<file path="config.mk">
export PLATFORM = sky130hd
export DESIGN_NAME = ipi_core_regs
export DESIGN_NICKNAME = d
export VERILOG_FILES = /design/src/rtl/ipi_regs_pkg.sv /design/src/rtl/ipi_addr_decode.sv /design/src/rtl/ipi_status_irq.sv /design/src/rtl/ipi_mailbox.sv /design/src/rtl/ipi_core_regs.sv
export SDC_FILE = /design/constraint.sdc
export NUM_CORES = 1
export LEC_CHECK = 0
export ABC_AREA = 1
export BUFFER_PORTS_ARGS = -buffer_cell sky130_fd_sc_hd__buf_2
export CORE_MARGIN = 10
export CORE_UTILIZATION = 45
export CTS_CLUSTER_DIAMETER = 60
export DETAILED_ROUTE_END_ITERATION = 6
export HOLD_SLACK_MARGIN = 0.02
export PLACE_DENSITY = 0.66
export SYNTH_ARGS = -nofsm -noshare
export SYNTH_HDL_FRONTEND = slang
export SYNTH_SLANG_ARGS = --single-unit
</file>
<file path="constraint.sdc">
create_clock -name clk -period 10.6 [get_ports clk]
set_input_delay 1.06 -clock clk [delete_from_list [all_inputs] [get_ports clk]]
set_output_delay 1.06 -clock clk [all_outputs]
set_load 0.005 [all_outputs]
</file>
<file path="src/rtl/ipi_regs_pkg.sv">
package ipi_regs_pkg;
  localparam int OFS_W = 8;
  localparam logic [OFS_W-1:0] OFS_STATUS = 8'h00;
  localparam logic [OFS_W-1:0] OFS_ENABLE = 8'h04;
  localparam logic [OFS_W-1:0] OFS_SET    = 8'h08;
  localparam logic [OFS_W-1:0] OFS_CLEAR  = 8'h0C;
  localparam logic [OFS_W-1:0] OFS_MBOX   = 8'h20;

  typedef enum logic [2:0] {
    TGT_NONE, TGT_STATUS, TGT_ENABLE, TGT_SET, TGT_CLEAR, TGT_MBOX
  } tgt_e;
endpackage

</file>
<file path="src/rtl/ipi_addr_decode.sv">
module ipi_addr_decode
  import ipi_regs_pkg::*;
#(
  parameter int MBOX_WORDS = 8,
  localparam int IDX_W = (MBOX_WORDS > 1) ? $clog2(MBOX_WORDS) : 1
) (
  input  logic [OFS_W-1:0] ofs,
  output tgt_e             tgt,
  output logic [IDX_W-1:0] mbox_idx
);
  localparam logic [OFS_W-1:0] MB_SPAN = OFS_W'(MBOX_WORDS * 4);

  logic [OFS_W-1:0] rel;
  assign rel = ofs - OFS_MBOX;
  assign mbox_idx = rel[IDX_W+1:2];

  always_comb begin
    tgt = TGT_NONE;
    if (ofs == OFS_STATUS) tgt = TGT_STATUS;
    else if (ofs == OFS_ENABLE) tgt = TGT_ENABLE;
    else if (ofs == OFS_SET) tgt = TGT_SET;
    else if (ofs == OFS_CLEAR) tgt = TGT_CLEAR;
    else if (ofs >= OFS_MBOX && rel < MB_SPAN && rel[1:0] == 2'b00) tgt = TGT_MBOX;
  end
endmodule

</file>
<file path="src/rtl/ipi_status_irq.sv">
module ipi_status_irq #(
  parameter int DATA_W = 32
) (
  input  logic              clk,
  input  logic              rst_n,
  input  logic              we_enable,
  input  logic              we_set,
  input  logic              we_clear,
  input  logic [DATA_W-1:0] wdata,
  output logic [DATA_W-1:0] status,
  output logic [DATA_W-1:0] enable,
  output logic              irq
);
  logic [DATA_W-1:0] st_or, st_andn;
  assign st_or   = status | wdata;
  assign st_andn = status & ~wdata;

  always_ff @(posedge clk) begin
    if (!rst_n) begin
      status <= '0;
      enable <= '0;
      irq    <= 1'b0;
    end else begin
      if (we_enable) enable <= wdata;
      if (we_set) begin
        status <= st_or;
        if (st_or != '0 && (st_or & enable) != '0) irq <= 1'b1;
      end
      if (we_clear) begin
        status <= st_andn;
        if (st_andn == '0 && enable != '0) irq <= 1'b0;
      end
    end
  end

  // set write with enabled pending bits raises the line
  a_r3_set_raises: assert property (@(posedge clk) disable iff (!rst_n)
    we_set && ((status | wdata) & enable) != '0 |=> irq);
  // clear leaving enabled-empty condition unmet keeps the line
  a_r4_clear_keeps: assert property (@(posedge clk) disable iff (!rst_n)
    we_clear && !((status & ~wdata) == '0 && enable != '0) |=> $stable(irq));
  // clear emptying status with enable nonzero lowers the line
  a_r4_clear_lowers: assert property (@(posedge clk) disable iff (!rst_n)
    we_clear && (status & ~wdata) == '0 && enable != '0 |=> !irq);
  // enable write alone leaves the line
  a_r5_enable_quiet: assert property (@(posedge clk) disable iff (!rst_n)
    we_enable && !we_set && !we_clear |=> $stable(irq));
endmodule

</file>
<file path="src/rtl/ipi_mailbox.sv">
module ipi_mailbox #(
  parameter int DATA_W = 32,
  parameter int WORDS  = 8,
  localparam int IDX_W = (WORDS > 1) ? $clog2(WORDS) : 1
) (
  input  logic              clk,
  input  logic              rst_n,
  input  logic              we,
  input  logic [IDX_W-1:0]  idx,
  input  logic [DATA_W-1:0] wdata,
  output logic [DATA_W-1:0] rdata
);
  logic [DATA_W-1:0] word_q [WORDS];

  for (genvar g = 0; g < WORDS; g++) begin : g_word
    always_ff @(posedge clk) begin
      if (!rst_n) word_q[g] <= '0;
      else if (we && idx == IDX_W'(g)) word_q[g] <= wdata;
    end
  end

  always_comb begin
    rdata = '0;
    for (int i = 0; i < WORDS; i++)
      if (idx == IDX_W'(i)) rdata = word_q[i];
  end
endmodule

</file>
<file path="src/rtl/ipi_core_regs.sv">
module ipi_core_regs
  import ipi_regs_pkg::*;
#(
  parameter int ADDR_W     = 12,
  parameter int DATA_W     = 32,
  parameter int MBOX_WORDS = 8,
  localparam int IDX_W = (MBOX_WORDS > 1) ? $clog2(MBOX_WORDS) : 1
) (
  input  logic              clk,
  input  logic              rst_n,
  input  logic              acc_en,
  input  logic              acc_wr,
  input  logic [ADDR_W-1:0] acc_addr,
  input  logic [DATA_W-1:0] acc_wdata,
  output logic [DATA_W-1:0] acc_rdata,
  output logic              acc_err,
  output logic              irq_o
);
  tgt_e              tgt;
  logic [IDX_W-1:0]  mbox_idx;
  logic [DATA_W-1:0] status, enable, mbox_rdata;
  logic              wr, rd, bad;

  assign wr = acc_en && acc_wr;
  assign rd = acc_en && !acc_wr;

  ipi_addr_decode #(.MBOX_WORDS(MBOX_WORDS)) u_dec (
    .ofs(acc_addr[OFS_W-1:0]), .tgt(tgt), .mbox_idx(mbox_idx)
  );

  ipi_status_irq #(.DATA_W(DATA_W)) u_irq (
    .clk(clk), .rst_n(rst_n),
    .we_enable(wr && tgt == TGT_ENABLE),
    .we_set(wr && tgt == TGT_SET),
    .we_clear(wr && tgt == TGT_CLEAR),
    .wdata(acc_wdata), .status(status), .enable(enable), .irq(irq_o)
  );

  ipi_mailbox #(.DATA_W(DATA_W), .WORDS(MBOX_WORDS)) u_mbox (
    .clk(clk), .rst_n(rst_n), .we(wr && tgt == TGT_MBOX),
    .idx(mbox_idx), .wdata(acc_wdata), .rdata(mbox_rdata)
  );

  assign bad = acc_en && (tgt == TGT_NONE || (acc_wr && tgt == TGT_STATUS));

  always_ff @(posedge clk) begin
    if (!rst_n) begin
      acc_rdata <= '0;
      acc_err   <= 1'b0;
    end else begin
      acc_err <= bad;
      if (rd) begin
        unique case (tgt)
          TGT_STATUS: acc_rdata <= status;
          TGT_ENABLE: acc_rdata <= enable;
          TGT_MBOX:   acc_rdata <= mbox_rdata;
          default:    acc_rdata <= '0;
        endcase
      end
    end
  end

  // status write discarded and flagged
  a_r8_status_ro: assert property (@(posedge clk) disable iff (!rst_n)
    wr && tgt == TGT_STATUS |=> $stable(status) && acc_err);
  // undecoded access flags
  a_r9_bad_flag: assert property (@(posedge clk) disable iff (!rst_n)
    acc_en && tgt == TGT_NONE |=> acc_err);
  // strobe offsets read zero
  a_r6_strobe_zero: assert property (@(posedge clk) disable iff (!rst_n)
    rd && (tgt == TGT_SET || tgt == TGT_CLEAR) |=> acc_rdata == '0);
  // no access, no flag, read data held
  a_r10_idle: assert property (@(posedge clk) disable iff (!rst_n)
    !acc_en |=> !acc_err && $stable(acc_rdata));
endmodule

</file>
==> impl_results.md, run 1 <==
* Initial core utilization at 0.460
* Tmin final at just over 4 ns
* CP endpoint kind: flop
* Initial antenna violation count at 0
* Worst slack at placement at 5.93 ns
* Post-cts sizing count at 0
* Global-route wire length before repair at 66800 um
* Multi-input gate area at around 5400 sq um
* I/O Buffers at 77
* Sink Count at 354
* Hold Fails Final Rpt at 0
* Setup Crit Path Kind: input pin to flop
* Critical path arrival at 4.23 ns
* Worst setup SP type: input pin
* Gpl congestion at 0.864
* Fillers at around 3200
* Die W at 209 um
* Period utilization at 0.387
* Cts hold-fix bufs at 0
* Post-route setup TNS at 0 ns
* Design Area, Final at 17800 sq um
* DP Area at 16700 sq um
* Routed Antenna Nets at 0
* Overflow after GRT at 0
* CTS tree: yes
* CP max FO at 36
* CTS buffer count at 37
* Pin count of the biggest net entering global routing at 74
* Worst slew margin at 0.140
* Worst Hold Class: flop to flop
* PD cells at 167 nW/um^2
* Max Freq at 244 MHz
* Worst-path clk slew at around 0.060 ns
* Post-synth EDFFs at 256
* Gr usage total at 0.190
* Area delta synth->final at 11.6%
* Total power at around 3000 uW
* Nets at 1900
* Slew of the pin with the lowest slew margin at between 1 and 1.5 ns
* Top-level port count at 82
* Syn Nets at approximately 1900
* Worst-Skew Late Latency at 0.53 ns
* Status: complete, no violations
* Vias at 12451
* DR iter-0 viols at 1182
* Clock Skews at 0.0136 ns
* Worst endpoint required time at 10.73 ns
* Unrepaired setup endpoints after global routing: false
* Setup Viol. Count Final at 0
* Netlist cell types at 38
* DR DRC count at 0
* Non-filler cells, final at approximately 2300
* Post-synth design cell area at 16000 sq um
* Cells after DPL at 2267
* Synth Area per Inst at 8.81 sq um
* Via-to-Cell Ratio at 5.33
* DIE AREA at 43500 sq um
* Longest Clk Path Bufs at 3
* Die Height at roughly 210 um
* Vias in the first global route at 11959
* DP HPWL at 27700 um
* Drt first pass iters at 5
* Max_cap viols at 0
* Sequential area share after synthesis at 0.603
* VDD IR max at 120 uV
* Synth Register Bits at between 300 and 400
* Postcts setup bufs at 0
* Routed WL at approximately 42000 um
* Slew Limit Fails at 0
* Core Region at 34800 sq um
* Yosys warning total at 0
* H-tree lvl count at 2
* Leak pwr at 0.00708 uW
* Fraction of registers with async set/reset at 0
* Ant diodes at 0
* Main synth FF type: edfxtp_1
* Synth Instances at 1816
* Register Area at 9650 sq um
* FP Rows at between 60 and 70
* Clk root buf: clkbuf_16
* Share of cells above drive strength 1 at 0.101
* Wire per inst at 18.1 um
* Setup slack after layout at between 6 and 7 ns
## layout by cell type (no fill, tap or decap), drive strengths merged
master,instances
or2,9
o21bai,6
nand2,353
clkbuf,51
a21oi,160
nor4,8
a211oi,1
and3,1
nand3,52
a22oi,3
bufinv,2
dfxtp,98
clkinvlp,1
nand4,46
buf,95
o22ai,17
nor2,478
a31oi,1
o21ai,49
nor3,3
ha,1
inv,124
edfxtp,256
clkinv,41
o211ai,23
xnor2,1
## registers in the layout (all words and copies together), names as in the netlist, named ones only
register / count
acc_err: 1
acc_rdata: 32
u_irq.enable: 32
u_irq.irq: 1
u_mbox.word_q: 256
## metrics by stage
step / util / hold WS [ns]
finish: 0.513 / 0.460
detailed placement: 0.479 / 0.455
global route: 0.513 / 0.474
global placement: 0.479 / 0.450
CTS: 0.513 / 0.464
floorplan: - / 0.460
## where the power goes
group	internal, uW	switching (uW)
Combinational	40.4	133
Sequential	1530	13.6
Clock	733	536
Total	2300	683
## path summary, 6_finish.rpt
kind	start	end	slack, ns	cells after the start
max	acc_addr[5]	u_mbox.word_q[0][123]	6.50	9
min	acc_rdata[12]	acc_rdata[12]	0.46	2
max reg2reg	flop	u_irq.irq	9.03	8
min reg2reg	acc_rdata[12]	acc_rdata[12]	0.46	2
## critical path: stages
cell     delay [ns]
buf_2          0.09
inv_1          0.05
ha_1           0.21
xnor2_1        0.17
nand4_2        0.09
buf_4          0.27
nor2_1         0.80
inv_1          0.44
o21ai_4        1.01
## layout make-up
type	instances	share of cell area
sequential	354	0.541
multi-input combinational	1212	0.301
clock buffer	51	0.0578
tap	455	0.0319
inverter	151	0.0318
timing repair buffer	95	0.0292
clock inverter	17	0.00778
## per-layer routing
metal / global-route usage / routed length, um / vias up
met1: 0.249 / 17900 / 5898
li1: - / - / 6077
met5: 0 / 0 / -
met4: 0.0586 / 1140 / 0
met3: 0.0264 / 2380 / 82
met2: 0.317 / 20900 / 394
## cells by family (layout without fill, tap and decap cells)
family | count (synthesis) | in the layout | share of synthesized area
flip-flops | 354 | 354 | 0.603
XOR/XNOR | 1 | 1 | 0.000548
adder cells (fa/ha/maj) | 1 | 1 | 0.000782
buffers and inverters | 250 | 314 | 0.0647
AO/OA/AOI/OAI | 260 | 260 | 0.0879
AND/OR/NAND/NOR | 950 | 950 | 0.243
## cells in the mapped netlist (all sizes together) (3+ instances only)
cell      n  share of area
a22oi     3         0.0014
a21oi   160          0.050
clkinv   28         0.0066
clkbuf   35         0.0084
o211ai   23          0.011
nor4      8         0.0031
nor2    478           0.11
buf      64          0.021
dfxtp    98           0.12
nand3    52          0.018
edfxtp  256           0.48
o21ai    49          0.015
nand2   353          0.084
nor3      3         0.0016
inv     123          0.029
o22ai    17         0.0066
or2       9         0.0035
o21bai    6         0.0028
nand4    46          0.018
No activity file was read; power rests on OpenSTA's default activity.
==> inputs of run 2 (changes only) <==
--- a/config.mk
+++ b/config.mk
@@ -5,7 +5,7 @@
 export SDC_FILE = /design/constraint.sdc
 export NUM_CORES = 1
 export LEC_CHECK = 0
-export ABC_AREA = 1
+export ABC_AREA = 0
 export BUFFER_PORTS_ARGS = -buffer_cell sky130_fd_sc_hd__buf_2
 export CORE_MARGIN = 10
 export CORE_UTILIZATION = 45
==> constraint.sdc (replaced) <==
create_clock -name clk -period 4 [get_ports clk]
set_input_delay 0.4 -clock clk [delete_from_list [all_inputs] [get_ports clk]]
set_output_delay 0.4 -clock clk [all_outputs]
set_load 0.005 [all_outputs]
==> impl_results.md, run 2 <==
* H-tree lvl count at 2 (unchanged)
* Clk root buf: clkbuf_16
* Tmin final at approximately 2.5 ns
* Max Freq at 407 MHz
* Fraction of registers with async set/reset at 0 (unchanged)
* DR iter-0 viols at 1113 (-5.8%)
* Die Height at 210 um (+0.62%)
* Psw at 1750 uW (+160%)
* CTS tree: yes
* CP endpoint kind: flop
* Fillers at 3126 (-2.4%)
* Most common cell after layout, fill and taps aside: and2_1
* Share of cells above drive strength 1 at 0.158 (+0.0579)
* Worst endpoint required time at 4.18 ns (-6.55 ns)
* Worst-Skew Late Latency at 0.52 ns (about the same)
* Mux share of post-synthesis cell area at 0.0643 (+0.0643)
* Routed Antenna Nets at 0 (unchanged)
* Worst Hold Class: input pin to flop
* Global-route wire length before repair at 72200 um (+8.1%)
* Area delta synth->final at 14.4%
* Core Region at 35600 sq um (+2.2%)
* Sink Count at 354 (unchanged)
* I/O Buffers at 77 (unchanged)
* VDD IR max at 463 uV (+290%)
* Pin count of the biggest net entering global routing at 92 (+24%)
* Leak pwr at 0.00659 uW (-6.9%)
* Initial core utilization at 0.456 (-0.00381)
* Critical path arrival at 2.64 ns (-1.59 ns)
* Synth Register Bits at 354 (unchanged)
* Post-cts sizing count at 0 (unchanged)
* Postcts setup bufs at 0 (unchanged)
* Hold Fails Final Rpt at 0 (unchanged)
* Post-synth EDFFs at 256 (unchanged)
* DIE AREA at 44000 sq um (+1.2%)
* Synth Area in Simple Gates at 0.165 (-0.0781)
* Compound-Gate Fraction of Synth Area at 0.133 (+0.0455)
* Most frequent cells after synthesis: and2_1 (279), edfxtp_1 (256), clkbuf_1 (99)
* Setup Viol. Count Final at 0 (unchanged)
* Overflow after GRT at 0 (unchanged)
* Setup slack after layout at 1.54 ns (-4.96 ns)
* Via-to-Cell Ratio at 5.96 (+12%)
* Count leader, synth: and2_1
* Most frequent cells in the layout: and2_1 (279), edfxtp_1 (256), dfxtp_1 (98), mux2i_1 (84), nor2_1 (77)
* Main synth FF type: edfxtp_1
* Design Area, Final at 18600 sq um (+4.0%)
* Cts hold-fix bufs at 0 (unchanged)
* Vias in the first global route at 11551 (-3.4%)
* Slew of the pin with the lowest slew margin at 0.843 ns (-0.445 ns)
* Status: complete, no violations
* Post-route setup TNS at 0 ns (unchanged)
* Xor and xnor area share after synthesis at 0.000540 (-0.00000739)
* Die W at 210 um (+0.62%)
* DP HPWL at 31100 um (+12%)
* Gpl congestion at 0.930 (+7.6%)
* Most area-hungry cell type in the Yosys netlist: edfxtp_1
* Hold_ws at 0.197 ns (-0.263 ns)
* Leading registers by flop count: u_mbox.word_q (256), acc_rdata (32), u_irq.enable (32)
* Unrepaired setup endpoints after global routing: false
* Nets at 1505 (-21%)
* Sequential Power Share at 0.508 (-0.009)
* Worst slack at placement at 1.02 ns (-4.91 ns)
* Synth top area share at 0.474 (-0.00649)
* Clock Skews at 0.0192 ns (+0.00559 ns)
* Area contributors post-synth: edfxtp_1 (47%), dfxtp_1 (12%), and2_1 (11%)
* Synth Area per Inst at 11.6 sq um (+31%)
* Sequential area share after synthesis at 0.595 (-0.00814)
* Yosys warning total at 0 (unchanged)
* Initial antenna violation count at 2 (+2)
* Biggest register: u_mbox.word_q
* Synth Instances at 1402 (-23%)
* Power share of the clock group at 0.434 (+0.009)
* Top-level port count at 82 (unchanged)
* PD cells at 434 nW/um^2 (+160%)
* Combinational power share at 0.058 (about the same)
* Slew Limit Fails at 0 (unchanged)
* Period utilization at 0.615
* Main combinational cell family by area after synthesis: simple AND/OR/NAND/NOR gates
* Worst setup SP type: input pin
* Gr usage total at 0.212 (+0.0228)
* Drt first pass iters at 6 (+1)
* CP max FO at 21 (-42%)
* Syn Nets at 1451 (-22%)
* Worst slew margin at 0.424 (+0.283)
* Int Pwr at 6320 uW (+170%)
* Adder-cell area share of the yosys netlist at 0.000772 (-0.0000106)
* CTS buffer count at 37 (unchanged)
* Netlist cell types at 52 (+37%)
* Setup Crit Path Kind: input pin to flop
* Worst-path clk slew at 0.06 ns (about the same)
* Register Area at 9650 sq um (unchanged)
* Multi-input gate area at 6040 sq um (+12%)
* Switching Share at 0.217 (-0.0121)
* DP Area at 17300 sq um (+3.8%)
* Post-synth design cell area at 16200 sq um (+1.4%)
* Longest Clk Path Bufs at 3 (unchanged)
* Routed WL at 48100 um (+14%)
* DR DRC count at 0 (unchanged)
* Vias at 11590 (-6.9%)
* Max_cap viols at 0 (unchanged)
* FP Rows at 69 (+1.5%)
* Wire per inst at 24.7 um (+36%)
* Max reg flops at 256 (unchanged)
## run 2: cell count changes after synthesis, sizes merged, moves of 49 or more
cell / delta
nand3: -49
and2: +279
mux2i: +84
nor2: -395
a21oi: -112
clkbuf: +64
nand2: -311
inv: -89
## run 2: power groups by stage
stage	clock network, uW	registers (uW)	logic, uW
2_1_floorplan	0	4170	263
3_3_place_gp	0	4160	460
3_5_place_dp	0	4170	466
6_report	3500	4090	471
5_1_grt	3680	4100	502
4_1_cts	3530	4090	467
## run 2: path summary, 6_finish.rpt
kind / cells after the start / start / endpoint / slack, ns
min: 3 / acc_en / acc_err / 0.20
min reg2reg: 2 / acc_rdata[14] / acc_rdata[14] / 0.45
max reg2reg: 5 / flop / u_irq.irq / 1.96
max: 9 / acc_addr[5] / u_mbox.word_q[1][35] / 1.54
## run 2: logic make-up (layout without fill, tap and decap cells)
logic type / count (synthesis) / count (layout)
AOI/OAI and AO/OA: 323 / 323
xor gates and xnor gates: 1 / 1
adders and majority gates: 1 / 1
buffers and inverters: 160 / 241
DFF: 354 / 354
muxes: 96 / 96
other: 0 / 2
and+or+nand+nor: 467 / 467
## run 2: routing by layer
metal,up-vias,track usage,part of all wire
li1,5237,-,-
met1,5722,0.281,0.42
met2,533,0.342,0.47
met3,98,0.0349,0.078
met4,0,0.0831,0.033
met5,-,0,0
## run 2: area by class of cell
| cell class | instances | area share |
|---|---|---|
| repair buffers | 139 | 0.0494 |
| multi-input cells | 888 | 0.326 |
| inverters | 36 | 0.00728 |
| diodes | 2 | 0.000270 |
| flip-flops and latches | 354 | 0.520 |
| well taps | 461 | 0.0311 |
| clock inverters | 11 | 0.00836 |
| clock buffers | 55 | 0.0581 |
## run 2: through the flow
step                      total power (uW)  cells   util
after floorplan                       4430   1402      -
after global placement                4620   1878  0.487
after detailed placement              4640   1878  0.487
after CTS                             8090   1944  0.522
after global routing                  8280   1944  0.522
final                                 8060   1946  0.522
## run 2: critical path, cell delays in order
cell and delay [ns]:
buf_2 0.10, inv_1 0.04, ha_1 0.19, xnor2_1 0.18
and3_1 0.48, nand3_1 0.13, buf_4 0.23, o21ai_4 0.44
buf_4 0.41
==> inputs of run 3 (changes only) <==
--- a/config.mk
+++ b/config.mk
@@ -5,7 +5,7 @@
 export SDC_FILE = /design/constraint.sdc
 export NUM_CORES = 1
 export LEC_CHECK = 0
-export ABC_AREA = 0
+export ABC_AREA = 1
 export BUFFER_PORTS_ARGS = -buffer_cell sky130_fd_sc_hd__buf_2
 export CORE_MARGIN = 10
 export CORE_UTILIZATION = 45
==> constraint.sdc (replaced) <==
create_clock -name clk -period 2.3 [get_ports clk]
set_input_delay 0.23 -clock clk [delete_from_list [all_inputs] [get_ports clk]]
set_output_delay 0.23 -clock clk [all_outputs]
set_load 0.005 [all_outputs]
==> impl_results.md, run 3 (same netlist as run 1, synthesis figures left out) <==
* Slew of the pin with the lowest slew margin at 0.698 ns (-0.144 ns)
* Routed WL at 43000 um (-11%)
* CP endpoint kind: flop
* Design Area, Final at 18300 sq um (-1.2%)
* Gr usage total at 0.193 (-0.0193)
* Leading registers by flop count: u_mbox.word_q (256), acc_rdata (32), u_irq.enable (32)
* Postcts setup bufs at 0 (unchanged)
* Ant diodes at 0 (-2)
* Sink Count at 354 (unchanged)
* PD cells at 746 nW/um^2 (+72%)
* CTS buffer count at 37 (unchanged)
* Core Region at 34800 sq um (-2.2%)
* Worst endpoint required time at 2.53 ns (-1.65 ns)
* Die Height at 209 um (-0.61%)
* Worst slew margin at 0.534 (+0.111)
* Clock Skews at 0.0112 ns (-0.00800 ns)
* Vias in the first global route at 12455 (+7.8%)
* Max_cap viols at 0 (unchanged)
* Hold_ws at 0.0484 ns (-0.149 ns)
* Tmin final at 1.91 ns
* Cells after DPL at 2307 (+23%)
* Gpl congestion at 0.887 (-4.6%)
* M1 wire length at 17700 um (-12%)
* Initial core utilization at 0.460 (+0.00381)
* Die W at 209 um (-0.61%)
* Non-filler cells, final at 2375 (+22%)
* Top-level port count at 82 (unchanged)
* Worst setup SP type: input pin
* Overflow after GRT at 0 (unchanged)
* Max Freq at ~520 MHz
* Metal2 WL at 21300 um (-6.0%)
* DP Area at 17200 sq um (-0.70%)
* Routed Antenna Nets at 0 (unchanged)
* Setup Crit Path Kind: input pin to flop
* Share of cells above drive strength 1 at 0.118 (-0.0402)
* Clk root buf: clkbuf_16
* Most frequent cells in the layout: nor2_1 (469), nand2_1 (346), edfxtp_1 (256), a21oi_1 (160), inv_1 (115)
* Hold Fails Final Rpt at 0 (unchanged)
* DR iter-0 viols at 1173 (+5.4%)
* Status: complete, no violations
* Worst-path clk slew at 0.06 ns (about the same)
* Nets at 1941 (+29%)
* Post-cts sizing count at 0 (unchanged)
* Slew Limit Fails at 0 (unchanged)
* Setup Viol. Count Final at 0 (unchanged)
* Most common cell after layout, fill and taps aside: nor2_1
* Post-route setup TNS at 0 ns (unchanged)
* Via-to-Cell Ratio at 5.36 (-10%)
* Drt first pass iters at 5 (-1)
* H-tree lvl count at 2 (unchanged)
* CP max FO at 32 (+52%)
* Worst Hold Class: input pin to flop
* I/O Buffers at 77 (unchanged)
* VDD IR max at 557 uV (+20%)
* CTS tree: yes
* DIE AREA at 43500 sq um (-1.2%)
* Vias at 12726 (+9.8%)
* DP HPWL at 29700 um (-4.6%)
* Worst-Skew Late Latency at 0.54 ns (+0.02 ns)
* Unrepaired setup endpoints after global routing: false
* Biggest register: u_mbox.word_q
* Area delta synth->final at 14.6%
* Top sig layer: met4
* Initial antenna violation count at 0 (-2)
* Pin count of the biggest net entering global routing at 65 (-29%)
* Max reg flops at 256 (unchanged)
* Leak pwr at 0.00733 uW (+11%)
* DR WL met3 at 2840 um (-24%)
* Cts hold-fix bufs at 1 (+1)
* Critical path arrival at 2.14 ns (-0.50 ns)
* Global-route wire length before repair at 68000 um (-5.9%)
* Fillers at 3172 (+1.5%)
* Period utilization at 0.831
* FP Rows at 68 (-1.4%)
* Longest Clk Path Bufs at 3 (unchanged)
* Wire per inst at 18.1 um (-27%)
* DR DRC count at 0 (unchanged)
-- run 3: cell count changes in the layout (fill, tap and decap cells not counted), sizes merged, moves of 31 or more --
cell | before | now
a2111oi | 42 | 0
a211oi | 32 | 1
a21oi | 48 | 160
and2 | 279 | 0
clkinv | 7 | 40
inv | 36 | 124
mux2i | 84 | 0
nand2 | 42 | 353
nand3 | 3 | 52
nand4 | 12 | 46
nor2 | 83 | 478
o22ai | 59 | 17
-- run 3: where the power goes --
part / total (uW) / leakage (uW) / internal, uW / switching [uW]
logic: 868 / 0.00356 / 242 / 626
clock network: 5700 / 0.000552 / 3250 / 2440
registers: 7120 / 0.00322 / 7050 / 65.0
-- run 3: path summary, 6_finish.rpt --
| kind | startpoint | end | slack, ns | cells after the start |
|---|---|---|---|---|
| worst max-delay path | acc_en | u_mbox.word_q[1][124] | 0.39 | 7 |
| worst max register to register | u_irq.enable[16] | u_irq.irq | 0.77 | 7 |
| worst min register to register | acc_rdata[2] | acc_rdata[2] | 0.46 | 2 |
| worst min-delay path | acc_wr | acc_err | 0.05 | 3 |
-- run 3: worst max-delay path: stages --
cell and delay [ns]:
dlygate4sd3_1 0.53, buf_2 0.17, nand2_1 0.15, nor2_1 0.29, inv_1 0.27, o21ai_2 0.24
buf_12 0.24
-- run 3: final cells by class --
cell class	count	area, sq um	share of cell area
clock inverter	14	90.1	0.00491
sequential	354	9650	0.526
clock buffer	53	1040	0.0566
multi-input combinational	1212	5380	0.293
tap	455	569	0.0310
timing repair buffer	136	1040	0.0569
inverter	151	567	0.0309
-- run 3: metrics by stage --
stage | worst slack [ns] | util | total power (uW)
detailed placement | 0.00499 | 0.494 | 8120
global route | 0.249 | 0.527 | 14100
CTS | 0.401 | 0.527 | 13800
floorplan | -0.290 | - | 7740
global placement | 0.0916 | 0.494 | 8100
finish | 0.390 | 0.527 | 13700
-- run 3: routing by layer --
layer,track usage,vias up
met1,0.244,6039
li1,-,6143
met3,0.0289,86
met5,0,-
met2,0.331,458
met4,0.0631,0
